**config.mk**
```make
export PLATFORM = sky130hd
export DESIGN_NAME = rotating_lane_bridge
export DESIGN_NICKNAME = d
export VERILOG_FILES = /design/src/rtl/lane_bridge_pkg.sv /design/src/rtl/lane_splitter.sv /design/src/rtl/lane_wire.sv /design/src/rtl/lane_merger.sv /design/src/rtl/rotating_lane_bridge.sv
export SDC_FILE = /design/constraint.sdc
export NUM_CORES = 1
export LEC_CHECK = 0
export ABC_AREA = 1
export CELL_PAD_IN_SITES_DETAIL_PLACEMENT = 0
export CELL_PAD_IN_SITES_GLOBAL_PLACEMENT = 1
export CORE_MARGIN = 2
export CORE_UTILIZATION = 53
export CTS_BUF_LIST = sky130_fd_sc_hd__clkbuf_2
export DETAILED_ROUTE_END_ITERATION = 7
export DONT_BUFFER_PORTS = 1
export GPL_TIMING_DRIVEN = 1
export PLACE_DENSITY_LB_ADDON = 0.3
export SLEW_MARGIN = 20
export SYNTH_ARGS = -nofsm -noshare
export SYNTH_HDL_FRONTEND = slang
export SYNTH_SLANG_ARGS = --single-unit
export TNS_END_PERCENT = 50
```
**constraint.sdc**
```tcl
create_clock -name clk -period 1.5 [get_ports clk]
set_input_delay 0.225 -clock clk [delete_from_list [all_inputs] [get_ports clk]]
set_output_delay 0.225 -clock clk [all_outputs]
set_load 0.01 [all_outputs]
```
**src/rtl/lane_bridge_pkg.sv**
```systemverilog
package lane_bridge_pkg;

  // Width of a lane index; a single lane still gets a one-bit index.
  function automatic int idx_width(input int lanes);
    return (lanes > 1) ? $clog2(lanes) : 1;
  endfunction

endpackage

```
**src/rtl/lane_splitter.sv**
```systemverilog
module lane_splitter
  import lane_bridge_pkg::*;
#(
  parameter int DATA_W = 16,
  parameter int LANES  = 3
) (
  input  logic                           clk,
  input  logic                           rst_n,
  input  logic                           in_valid,
  input  logic [DATA_W-1:0]              in_data,
  output logic [LANES-1:0]               lane_slot,
  output logic [LANES-1:0]               lane_vld,
  output logic [LANES-1:0][DATA_W-1:0]   lane_data
);
  localparam int IDX_W = idx_width(LANES);
  localparam logic [IDX_W-1:0] LAST = IDX_W'(LANES - 1);

  logic [IDX_W-1:0] cnt_q;

  always_ff @(posedge clk or negedge rst_n) begin
    if (!rst_n)             cnt_q <= '0;
    else if (cnt_q == LAST) cnt_q <= '0;
    else                    cnt_q <= cnt_q + 1'b1;
  end

  for (genvar l = 0; l < LANES; l++) begin : g_lane
    always_comb begin
      lane_slot[l] = (cnt_q == IDX_W'(l));
      lane_vld[l]  = lane_slot[l] & in_valid;
      lane_data[l] = (lane_slot[l] && in_valid) ? in_data : '0;
    end
  end

  // exactly one lane owns the slot every cycle
  p_one_lane_r3: assert property (@(posedge clk) disable iff (!rst_n)
    $onehot(lane_slot));

  // rotation wraps from the last lane to lane 0
  p_wrap_r3: assert property (@(posedge clk) disable iff (!rst_n)
    (cnt_q == LAST) |=> (cnt_q == '0));

  // otherwise the index steps by one
  p_step_r3: assert property (@(posedge clk) disable iff (!rst_n)
    (cnt_q != LAST) |=> (cnt_q == $past(cnt_q) + 1'b1));

endmodule

```
**src/rtl/lane_wire.sv**
```systemverilog
module lane_wire #(
  parameter int DATA_W = 16,
  parameter int LANES  = 3,
  parameter int DEPTH  = 3
) (
  input  logic                           clk,
  input  logic                           rst_n,
  input  logic [LANES-1:0]               src_slot,
  input  logic [LANES-1:0]               src_vld,
  input  logic [LANES-1:0][DATA_W-1:0]   src_data,
  output logic [LANES-1:0]               dst_slot,
  output logic [LANES-1:0]               dst_vld,
  output logic [LANES-1:0][DATA_W-1:0]   dst_data
);
  localparam int STAGE_W = DATA_W + 2;

  for (genvar l = 0; l < LANES; l++) begin : g_lane
    logic [DEPTH-1:0][STAGE_W-1:0] pipe_q;

    always_ff @(posedge clk or negedge rst_n) begin
      if (!rst_n) begin
        pipe_q <= '0;
      end else begin
        pipe_q[0] <= {src_slot[l], src_vld[l], src_data[l]};
        for (int s = 1; s < DEPTH; s++) pipe_q[s] <= pipe_q[s-1];
      end
    end

    assign dst_slot[l] = pipe_q[DEPTH-1][STAGE_W-1];
    assign dst_vld[l]  = pipe_q[DEPTH-1][STAGE_W-2];
    assign dst_data[l] = pipe_q[DEPTH-1][DATA_W-1:0];

    // a lane without the slot arrives empty with zero data
    p_idle_lane_r2: assert property (@(posedge clk) disable iff (!rst_n)
      !dst_slot[l] |-> (!dst_vld[l] && dst_data[l] == '0));
  end

endmodule

```
**src/rtl/lane_merger.sv**
```systemverilog
module lane_merger
  import lane_bridge_pkg::*;
#(
  parameter int DATA_W = 16,
  parameter int LANES  = 3
) (
  input  logic                           clk,
  input  logic                           rst_n,
  input  logic [LANES-1:0]               lane_slot,
  input  logic [LANES-1:0]               lane_vld,
  input  logic [LANES-1:0][DATA_W-1:0]   lane_data,
  output logic                           out_valid,
  output logic [DATA_W-1:0]              out_data
);
  localparam int IDX_W = idx_width(LANES);
  localparam logic [IDX_W-1:0] LAST = IDX_W'(LANES - 1);

  logic [IDX_W-1:0] cnt_q;
  logic             started_q;
  logic             arrive;
  logic             advance;

  assign arrive  = lane_slot[0] & ~started_q;
  assign advance = started_q | arrive;

  always_ff @(posedge clk or negedge rst_n) begin
    if (!rst_n) begin
      cnt_q     <= '0;
      started_q <= 1'b0;
    end else if (advance) begin
      started_q <= 1'b1;
      cnt_q     <= (cnt_q == LAST) ? '0 : cnt_q + 1'b1;
    end
  end

  always_comb begin
    out_valid = advance & lane_vld[cnt_q];
    out_data  = out_valid ? lane_data[cnt_q] : '0;
  end

  // once rotating, the selected lane always holds the arriving slot
  p_phase_r4: assert property (@(posedge clk) disable iff (!rst_n)
    started_q |-> lane_slot[cnt_q]);

  // the index stays parked before the first slot arrives
  p_parked_r4: assert property (@(posedge clk) disable iff (!rst_n)
    !started_q |-> (cnt_q == '0));

  // no output before the first slot arrives
  p_quiet_r6: assert property (@(posedge clk) disable iff (!rst_n)
    !advance |-> !out_valid);

endmodule

```
**src/rtl/rotating_lane_bridge.sv**
```systemverilog
module rotating_lane_bridge #(
  parameter int DATA_W = 16,
  parameter int LANES  = 3
) (
  input  logic              clk,
  input  logic              rst_n,
  input  logic              in_valid,
  input  logic [DATA_W-1:0] in_data,
  output logic              out_valid,
  output logic [DATA_W-1:0] out_data
);
  logic [LANES-1:0]             near_slot, far_slot;
  logic [LANES-1:0]             near_vld,  far_vld;
  logic [LANES-1:0][DATA_W-1:0] near_data, far_data;

  lane_splitter #(.DATA_W(DATA_W), .LANES(LANES)) u_split (
    .clk(clk), .rst_n(rst_n), .in_valid(in_valid), .in_data(in_data),
    .lane_slot(near_slot), .lane_vld(near_vld), .lane_data(near_data)
  );

  lane_wire #(.DATA_W(DATA_W), .LANES(LANES), .DEPTH(LANES)) u_wire (
    .clk(clk), .rst_n(rst_n),
    .src_slot(near_slot), .src_vld(near_vld), .src_data(near_data),
    .dst_slot(far_slot),  .dst_vld(far_vld),  .dst_data(far_data)
  );

  lane_merger #(.DATA_W(DATA_W), .LANES(LANES)) u_merge (
    .clk(clk), .rst_n(rst_n),
    .lane_slot(far_slot), .lane_vld(far_vld), .lane_data(far_data),
    .out_valid(out_valid), .out_data(out_data)
  );

  // an empty output cycle carries zero data
  p_empty_zero_r2: assert property (@(posedge clk) disable iff (!rst_n)
    !out_valid |-> (out_data == '0));

endmodule

```
==> results.json, run 1 <==
{
  "cp.arrival_ns": 1.87,
  "die_h_um": 100,
  "cp_slowest_cell": "dfrtp_2",
  "period_share_pct": 140,
  "synth_area_leader_cell": "dfrtp_1",
  "routed_wl_mm": 7.27,
  "tns_ns": -9.16,
  "path_class": "flip-flop to output port",
  "worst_ir_drop_vdd_uv": 544,
  "synth_area_leaders": "dfrtp_1, nor2_1, inv_1",
  "skew_ns": 0.0223,
  "rsz0062_at_grt": "true",
  "synth_top_area_share_pct": 82.2,
  "intPower_mw": 5.43,
  "finalCriticalPeriod_ns": 2.10,
  "syn_nets": 392,
  "vias": 2478,
  "htreeDepth": 4,
  "drtAntennaViolNets": 0,
  "fin_ws_ns": -0.599,
  "gp_congestion": 0.715,
  "wl_per_cell_um": 13.4,
  "areaGrowthSynthToFinish_pct": 17.5,
  "seq_area_frac_synth_pct": 82.2,
  "required_ns": 1.27,
  "grt_max_degree": 162,
  "seqPwrFrac_pct": 63.9,
  "dp_hpwl_mm": 4.29,
  "clock.fmax_mhz": 476,
  "synth-main-ff-cell": "dfrtp_1",
  "power.total_mw": 6.93,
  "crit_path_end_kind": "output port",
  "status": "finished, violations left",
  "power.switching_mw": 1.50,
  "nNetsFinal": 438,
  "place_area_mm2": 0.00511,
  "whs_ns": -0.769,
  "switching_share_pct": 21.6,
  "ys_seq_elements": 161,
  "synth.most_common_cell": "dfrtp_1",
  "power_frac_comb_pct": 2.9,
  "clock_power_share_pct": 33.2,
  "finalSetupViolations": 17,
  "worstPathCellList": "nor2_4, nand2_1, nand3_2, nand2_4, buf_12, nor2_4, buf_6",
  "viasPerCell": 4.56,
  "reg2reg_from": "u_split.cnt_q[1]",
  "synth_common_cells": "dfrtp_1, nor2_1, inv_1, nand2_1, nand3_1",
  "numCtsBuffers": 17,
  "pre_cts_slack_ns": 0.0250,
  "core_area_mm2": 0.00911,
  "p_leak_nw": 3.05,
  "antenna_found_initial": 0,
  "slew_headroom_pct": 73.8,
  "cts_tree": "yes",
  "cp_common_cell": "nor2_4",
  "cp-startpoint": "u_merge.cnt_q[0]",
  "p_per_area_mw_per_mm2": 1200,
  "grt-ovfl-total": 0,
  "drv_cap": 0,
  "portBuffers": 0,
  "avgSynthCellArea_um2": 13.1,
  "cts_hold_buf": 17,
  "start_util_pct": 53.8,
  "first_pass_iters": 4,
  "synth-edff-count": 0,
  "max_stage_delay_ns": 0.48,
  "grt_pass1_wl_mm": 12.3,
  "cp_top_family": "simple AND/OR/NAND/NOR gates",
  "clk_latency_ns": 0.64,
  "boundaryPins": 36,
  "grt_pass1_vias": 2578,
  "design_area_mm2": 0.00576,
  "hold_path.class": "primary input to asynchronous set/reset pin",
  "ctsRootBufferMaster": "clkbuf_2",
  "netlist_instances": 373,
  "cts_sinks": 161,
  "violations": "negative hold slack, negative setup slack",
  "ys_types": 17,
  "worstPathBufferInverterCount": 2,
  "n_antenna_cell": 0,
  "path_clk_slew_ns": 0.21,
  "drive_gt1_share_pct": 20.1,
  "critPathMaxFanout": 6,
  "dieWidth_um": 100,
  "slew_violations": 0,
  "async_reset_ff_share_pct": 100,
  "drt_iter0_drc": 91,
  "syn-cell-area_mm2": 0.00490,
  "hold_viol_final": 161,
  "post-route-util_pct": 63.2,
  "start_kind": "flip-flop",
  "rows": 35,
  "track_usage_pct": 17.0,
  "synth_warnings": 0,
  "tightest_slew_ns": 0.393,
  "drc": 0,
  "dieArea_mm2": 0.0100,
  "clk_path_buf_depth": 2
}
-- cells by family (layout without fill, tap and decap cells) --
group	after synthesis	after routing	synth area share (%)
flops	161	161	82.2
simple gates	160	160	13.2
buf+inv	50	109	4.37
compound gates	2	2	0.204
-- flip-flops by register name, summed over array words and instances, names as in the netlist --
register / cells
u_merge.started_q: 1
u_wire.dst_vld: 3
u_wire.dst_slot: 1
u_split.cnt_q: 2
u_merge.cnt_q: 2
u_wire.g_lane.pipe_q: 104
u_wire.dst_data: 48
-- cell type report --
cell class              count  area [um2]
clock inverters            14         161
multi-input cells         162         800
flip-flops and latches    161        4030
fillers                   718        3350
repair buffers             37         384
well taps                 111         139
inverters                  40         153
clock buffers              18        90.1
-- path summary, 6_finish.rpt --
kind	end	slack, ns	cells past startpoint
max in group asynchronous	u_wire.dst_data[8]	2.10	0
min	u_wire.g_lane[1].pipe_q[0]	-0.77	0
min reg2reg	u_wire.dst_data[5]	0.35	0
max	out_data[4]	-0.60	7
max reg2reg	u_wire.g_lane[1].pipe_q[10]	0.42	4
min in group clk	u_wire.g_lane[0].pipe_q[4]	0.25	3
-- power groups by stage --
stage	logic (mW)	registers (mW)	clock network (mW)
2_1_floorplan	0.0869	4.50	0
3_3_place_gp	0.117	4.51	0
3_5_place_dp	0.119	4.51	0
4_1_cts	0.191	4.43	2.40
5_1_grt	0.219	4.44	2.58
6_report	0.199	4.43	2.30
-- worst register-to-register path, cell delays in order (launching register included) --
cell     delay, ns
dfrtp_1       0.47
nor2_1        0.15
nand2_1       0.06
buf_4         0.21
nor2_1        0.13
-- per-layer routing --
metal / vias to the layer above / routed length [um] / global-route usage (%)
met4: 0 / 107 / 7.59
li1: 1209 / - / -
met5: - / 0 / 0
met1: 1221 / 3240 / 21.8
met3: 11 / 201 / 4.60
met2: 37 / 3730 / 27.5
-- repair_timing --
item	CTS	global route
endpoints found under the setup margin	17	17
gates cloned	1	0
setup buffers	1	1
resized for setup	33	21
hold endpoints to repair	212	161
pin swaps	8	6
-- through the flow --
stage	std cells	hold WS, ns
floorplan	373	-0.0706
global placement	491	-0.0666
detailed placement	491	-0.0667
CTS	542	-0.850
global route	543	-0.885
finish	543	-0.769
-- cell usage in the layout, fill, tap and decap left out, types with 2 or more instances in the layout --
master / netlist / routed
nor2_1: 100 / 75
bufinv_16: 0 / 3
nand2_1: 34 / 31
clkbuf_2: 1 / 18
buf_6: 2 / 3
inv_2: 2 / 3
inv_1: 38 / 36
clkinv_1: 0 / 4
dfrtp_1: 161 / 159
nand2_2: 1 / 3
dlygate4sd3_1: 0 / 17
inv_6: 0 / 3
nand3_1: 22 / 21
nor2_2: 0 / 13
clkinv_4: 0 / 2
dfrtp_2: 0 / 2
nor2_4: 1 / 13
nand3_2: 1 / 2
buf_4: 1 / 13
buf_12: 0 / 2
Note: power is estimated with default switching activity, not from simulation.
==> inputs of run 2 (changes only) <==
--- a/config.mk
+++ b/config.mk
@@ -15,6 +15,7 @@
 export DONT_BUFFER_PORTS = 1
 export GPL_TIMING_DRIVEN = 1
 export PLACE_DENSITY_LB_ADDON = 0.3
+export RECOVER_POWER = 100
 export SLEW_MARGIN = 20
 export SYNTH_ARGS = -nofsm -noshare
 export SYNTH_HDL_FRONTEND = slang
==> run 2 against run 1 <==
  * Sequential cell count stayed put
  * Via count about the same
  * First-iteration DRC count did not move
  * Critical path depth is the same
  * Worst hold slack unchanged
  * Fmax is essentially flat
  * Largest cell class unchanged
  * The run still ends with negative hold slack, negative setup slack left
==> results.json, run 2 (synthesis gave the netlist of run 1 again) <==
{
  "fin_ws_ns": -0.599,
  "drt_iter0_drc": 91,
  "cp.arrival_ns": 1.87,
  "dp_hpwl_mm": 4.29,
  "grt-ovfl-total": 0,
  "viasPerCell": 4.56,
  "track_usage_pct": 17.0,
  "boundaryPins": 36,
  "cts_hold_buf": 17,
  "rsz0062_at_grt": "true",
  "portBuffers": 0,
  "skew_ns": 0.0223,
  "violations": "negative hold slack, negative setup slack",
  "cts_sinks": 161,
  "slew_violations": 0,
  "reg2reg_from": "u_split.cnt_q[1]",
  "hold_viol_final": 161,
  "grt_pass1_wl_mm": 12.3,
  "n_antenna_cell": 0,
  "worstPathCellList": "nor2_4, nand2_1, nand3_2, nand2_4, buf_12, nor2_4, buf_6",
  "wl_met2_mm": 3.73,
  "first_pass_iters": 4,
  "antenna_found_initial": 0,
  "finalSetupViolations": 17,
  "numCtsBuffers": 17,
  "met3_length_um": 201,
  "drc": 0,
  "core_area_mm2": 0.00911,
  "worst_ir_drop_vdd_uv": 544,
  "hold_path.class": "primary input to asynchronous set/reset pin",
  "final_cell_mix": "dfrtp_1, nor2_1, inv_1",
  "whs_ns": -0.769,
  "vias": 2477,
  "clock.fmax_mhz": 476,
  "placed_cells": 491,
  "finalCriticalPeriod_ns": 2.10,
  "cp-startpoint": "u_merge.cnt_q[0]",
  "cts_tree": "yes",
  "cp_top_family": "simple AND/OR/NAND/NOR gates",
  "drv_cap": 0,
  "grt_pass1_vias": 2578,
  "routed_wl_mm": 7.28,
  "slew_headroom_pct": 68.6,
  "dieWidth_um": 100,
  "crit_path_end_kind": "output port",
  "critPathMaxFanout": 6,
  "path_clk_slew_ns": 0.21,
  "areaGrowthSynthToFinish_pct": 17.4,
  "clk_latency_ns": 0.64,
  "routed.top_layer": "met4",
  "drt-met1-wl_mm": 3.24,
  "period_share_pct": 140,
  "gp_congestion": 0.715,
  "drtAntennaViolNets": 0,
  "worstPathBufferInverterCount": 2,
  "nNetsFinal": 438,
  "dieArea_mm2": 0.0100,
  "fin_cells": 543,
  "die_h_um": 100,
  "drive_gt1_share_pct": 20.1,
  "power.total_mw": 6.93,
  "p_leak_nw": 3.05,
  "cp_slowest_cell": "dfrtp_2",
  "rows": 35,
  "top_register": "u_wire.g_lane.pipe_q",
  "status": "finished, violations left",
  "tightest_slew_ns": 0.471,
  "p_per_area_mw_per_mm2": 1210,
  "max_stage_delay_ns": 0.48,
  "ff2ff_path_depth": 4,
  "grt_max_degree": 162,
  "start_util_pct": 53.8,
  "final_common_cell": "dfrtp_1",
  "required_ns": 1.27,
  "path_class": "flip-flop to output port",
  "start_kind": "flip-flop",
  "largest_register_ff_count": 104,
  "cp.depth": 7,
  "clk_path_buf_depth": 2,
  "cp_common_cell": "nor2_4",
  "wl_per_cell_um": 13.4,
  "ctsRootBufferMaster": "clkbuf_2",
  "htreeDepth": 4
}
## run 2: cell count changes in the layout (fill, tap and decap cells not counted)
cell / change
buf_4: -3
clkbuf_2: +3
## run 2: power by group
group	switching, mW	internal [mW]
Clock	1.37	0.933
Combinational	0.110	0.0879
Sequential	0.0177	4.41
## run 2: what timing repair did
action / in CTS / in global routing
endpoints found under the setup margin: 17 / 17
gates resized for setup: 33 / 21
pin swaps: 8 / 6
buffers inserted: 1 / 1
endpoints found under the hold margin: 212 / 161
gates cloned: 1 / 0
## run 2: path summary, 6_finish.rpt
path	to	slack, ns
hold / removal	u_wire.g_lane[1].pipe_q[0]	-0.77
max in group asynchronous	u_wire.dst_data[8]	2.10
hold reg to reg	u_wire.dst_data[5]	0.35
setup reg to reg	u_wire.g_lane[1].pipe_q[10]	0.25
setup / recovery	out_data[4]	-0.60
min in group clk	u_wire.g_lane[0].pipe_q[4]	0.25
## run 2: layout make-up
cell class | instances | area, um2
clock buffer | 18 | 90.1
tap | 111 | 139
clock inverter | 14 | 161
inverter | 40 | 153
multi-input combinational | 162 | 800
fill | 718 | 3360
sequential | 161 | 4030
timing repair buffer | 37 | 377
## run 2: metrics by stage
stage / util, % / hold WS [ns] / setup WS [ns] / TNS [ns] / cell area (um2)
2_1_floorplan: - / -0.0706 / 0.0849 / 0 / 4900
3_3_place_gp: 56.2 / -0.0666 / 0.0710 / 0 / 5110
3_5_place_dp: 56.2 / -0.0667 / 0.0250 / 0 / 5110
4_1_cts: 62.3 / -0.850 / -0.670 / -10.66 / 5680
5_1_grt: 63.1 / -0.885 / -0.737 / -11.68 / 5750
6_report: 63.1 / -0.769 / -0.599 / -9.16 / 5750
## run 2: worst reg2reg max path: stages, from the launching register on
cell and delay (ns):
dfrtp_1 0.47, nor2_1 0.15, nand2_1 0.06, clkbuf_2 0.31, nor2_1 0.20
## run 2: metal layers
metal,up-vias,GRT usage [%]
met5,-,0
met4,0,7.59
met3,11,4.60
met2,37,27.5
met1,1220,21.8
li1,1209,-
==> inputs of run 3 (changes only) <==
==> constraint.sdc (replaced) <==
create_clock -name clk -period 1.5 [get_ports clk]
set_input_delay 0.15 -clock clk [delete_from_list [all_inputs] [get_ports clk]]
set_output_delay 0.15 -clock clk [all_outputs]
set_load 0.01 [all_outputs]
==> run 3 against run 2 <==
  * Total power shrank 2.8%
  * Cell count is the same
  * Clock power shrank 8%
  * Highest routed layer unchanged
  * Global-route usage grew 1.0 points
  * Sequential cell count is the same
  * Count of clock-buffer cells in the layout grew 1
  * Wire length grew 8.2%
  * Cell area shrank 1.3%
  * Via count grew 1.9%
  * The flow still finishes with violations (negative hold slack, negative setup slack)
  * Die area is the same
  * Combinational power shrank 8%
  * Sequential share of layout area grew 0.96 points
  * Critical endpoint unchanged
==> results.json, run 3 (synthesis gave the netlist of run 1 again) <==
{
  "gp_congestion": 0.735,
  "period_share_pct": 139,
  "worstReg2RegEnd": "u_wire.g_lane[1].pipe_q[7]",
  "grt_pass1_vias": 2668,
  "cts_hold_buf": 17,
  "top_register": "u_wire.g_lane.pipe_q",
  "final_common_cell": "dfrtp_1",
  "path_class": "flip-flop to output port",
  "track_usage_pct": 18.0,
  "critPathMaxFanout": 5,
  "start_util_pct": 53.8,
  "pre_cts_slack_ns": 0.0476,
  "cts_tree": "yes",
  "dp_hpwl_mm": 4.31,
  "nNetsFinal": 438,
  "dieWidth_um": 100,
  "start_kind": "flip-flop",
  "ff2ff_path_depth": 4,
  "required_ns": 1.35,
  "crit_path_end_kind": "output port",
  "finalCriticalPeriod_ns": 2.08,
  "p_per_area_mw_per_mm2": 1190,
  "drtAntennaViolNets": 0,
  "skew_ns": 0.0371,
  "hold_viol_final": 161,
  "areaGrowthSynthToFinish_pct": 15.8,
  "cts_sinks": 161,
  "ctsRootBufferMaster": "clkbuf_2",
  "routed_wl_mm": 7.87,
  "rows": 35,
  "power.total_mw": 6.74,
  "p_leak_nw": 3.02,
  "numCtsBuffers": 17,
  "dieArea_mm2": 0.0100,
  "fin_cells": 543,
  "core_area_mm2": 0.00911,
  "grt_pass1_wl_mm": 13.0,
  "cp.arrival_ns": 1.93,
  "rsz0062_at_grt": "true",
  "place_area_mm2": 0.00508,
  "regArea_mm2": 0.00403,
  "hold_path.class": "primary input to asynchronous set/reset pin",
  "finalSetupViolations": 17,
  "die_h_um": 100,
  "portBuffers": 0,
  "slew_headroom_pct": 68.2,
  "drt_iter0_drc": 112,
  "clk_latency_ns": 0.67,
  "boundaryPins": 36,
  "final_cell_mix": "dfrtp_1, nor2_1, inv_1",
  "drc": 0,
  "status": "finished, violations left",
  "n_antenna_cell": 0,
  "fin_ws_ns": -0.580,
  "tightest_slew_ns": 0.476,
  "design_area_mm2": 0.00567,
  "first_pass_iters": 4,
  "antenna_found_initial": 0,
  "vias": 2525,
  "fillers": 724,
  "reg2reg_slack_ns": 0.25,
  "reg2reg_from": "u_split.cnt_q[1]",
  "violations": "negative hold slack, negative setup slack",
  "htreeDepth": 4,
  "wl_per_cell_um": 14.5,
  "viasPerCell": 4.65,
  "clk_path_buf_depth": 2,
  "worst_ir_drop_vdd_uv": 552,
  "slew_violations": 0,
  "largest_register_ff_count": 104,
  "grt-ovfl-total": 0,
  "drv_cap": 0,
  "whs_ns": -0.859,
  "multi_input_area_um2": 817,
  "clock.fmax_mhz": 481,
  "placed_cells": 488,
  "drive_gt1_share_pct": 20.4,
  "path_clk_slew_ns": 0.22,
  "grt_max_degree": 162
}
-- run 3: cell count changes in the layout (fill, tap and decap cells not counted), sizes merged --
cell,change
clkbuf,+2
clkinv,-3
clkinvlp,+3
inv,+1
nand2,+2
bufinv,-2
buf,-3
-- run 3: power breakdown --
group          switching, mW  internal [mW]
Sequential            0.0183           4.41
Clock                   1.48          0.640
Combinational          0.107         0.0757
Total                   1.61           5.13
-- run 3: per-layer routing --
metal | part of all wire (%) | vias up | track usage, %
li1 | - | 1210 | -
met1 | 43 | 1266 | 22.8
met2 | 53 | 40 | 29.5
met3 | 2.8 | 9 | 5.29
met4 | 1.1 | 0 | 7.27
met5 | 0 | - | 0
-- run 3: worst max path at each step --
stage	start	endpoint	slack, ns	cells past startpoint
6_report	u_merge.cnt_q[0]	out_data[4]	-0.58	6
5_1_grt	u_merge.cnt_q[1]	out_data[6]	-0.70	6
4_1_cts	u_merge.cnt_q[1]	out_data[3]	-0.59	5
3_5_place_dp	u_merge.cnt_q[1]	out_data[4]	0.05	6
3_3_place_gp	u_merge.cnt_q[1]	out_data[4]	0.08	6
2_1_floorplan	u_merge.cnt_q[1]	out_data[10]	0.16	7
-- run 3: layout make-up --
type,instances,area share [%]
Timing Repair Buffer,35,5.45
Multi-Input combinational cell,164,14.4
Clock buffer,19,1.68
Inverter,40,2.69
Clock inverter,13,2.27
Sequential cell,161,71.1
Tap cell,111,2.45
-- run 3: timing repair --
| item | 4_1_cts | 5_1_grt |
|---|---|---|
| endpoints found under the hold margin | 212 | 161 |
| pin swaps | 7 | 6 |
| endpoints found under the setup margin | 17 | 17 |
| cloned | 4 | 0 |
| buffers inserted | 2 | 0 |
| resized for setup | 35 | 15 |
-- run 3: worst max-delay path: stages, from the launching register on --
cell	delay [ns]
dfrtp_2	0.50
nor2_4	0.19
nand2_2	0.10
nand3_4	0.17
nand2_8	0.10
nor2_2	0.10
buf_4	0.12
-- run 3: through the flow --
stage          util [%]  setup TNS [ns]
2_1_floorplan         -               0
3_3_place_gp       55.8               0
3_5_place_dp       55.8               0
4_1_cts            61.7           -9.77
5_1_grt            62.3          -11.44
6_report           62.3           -9.31
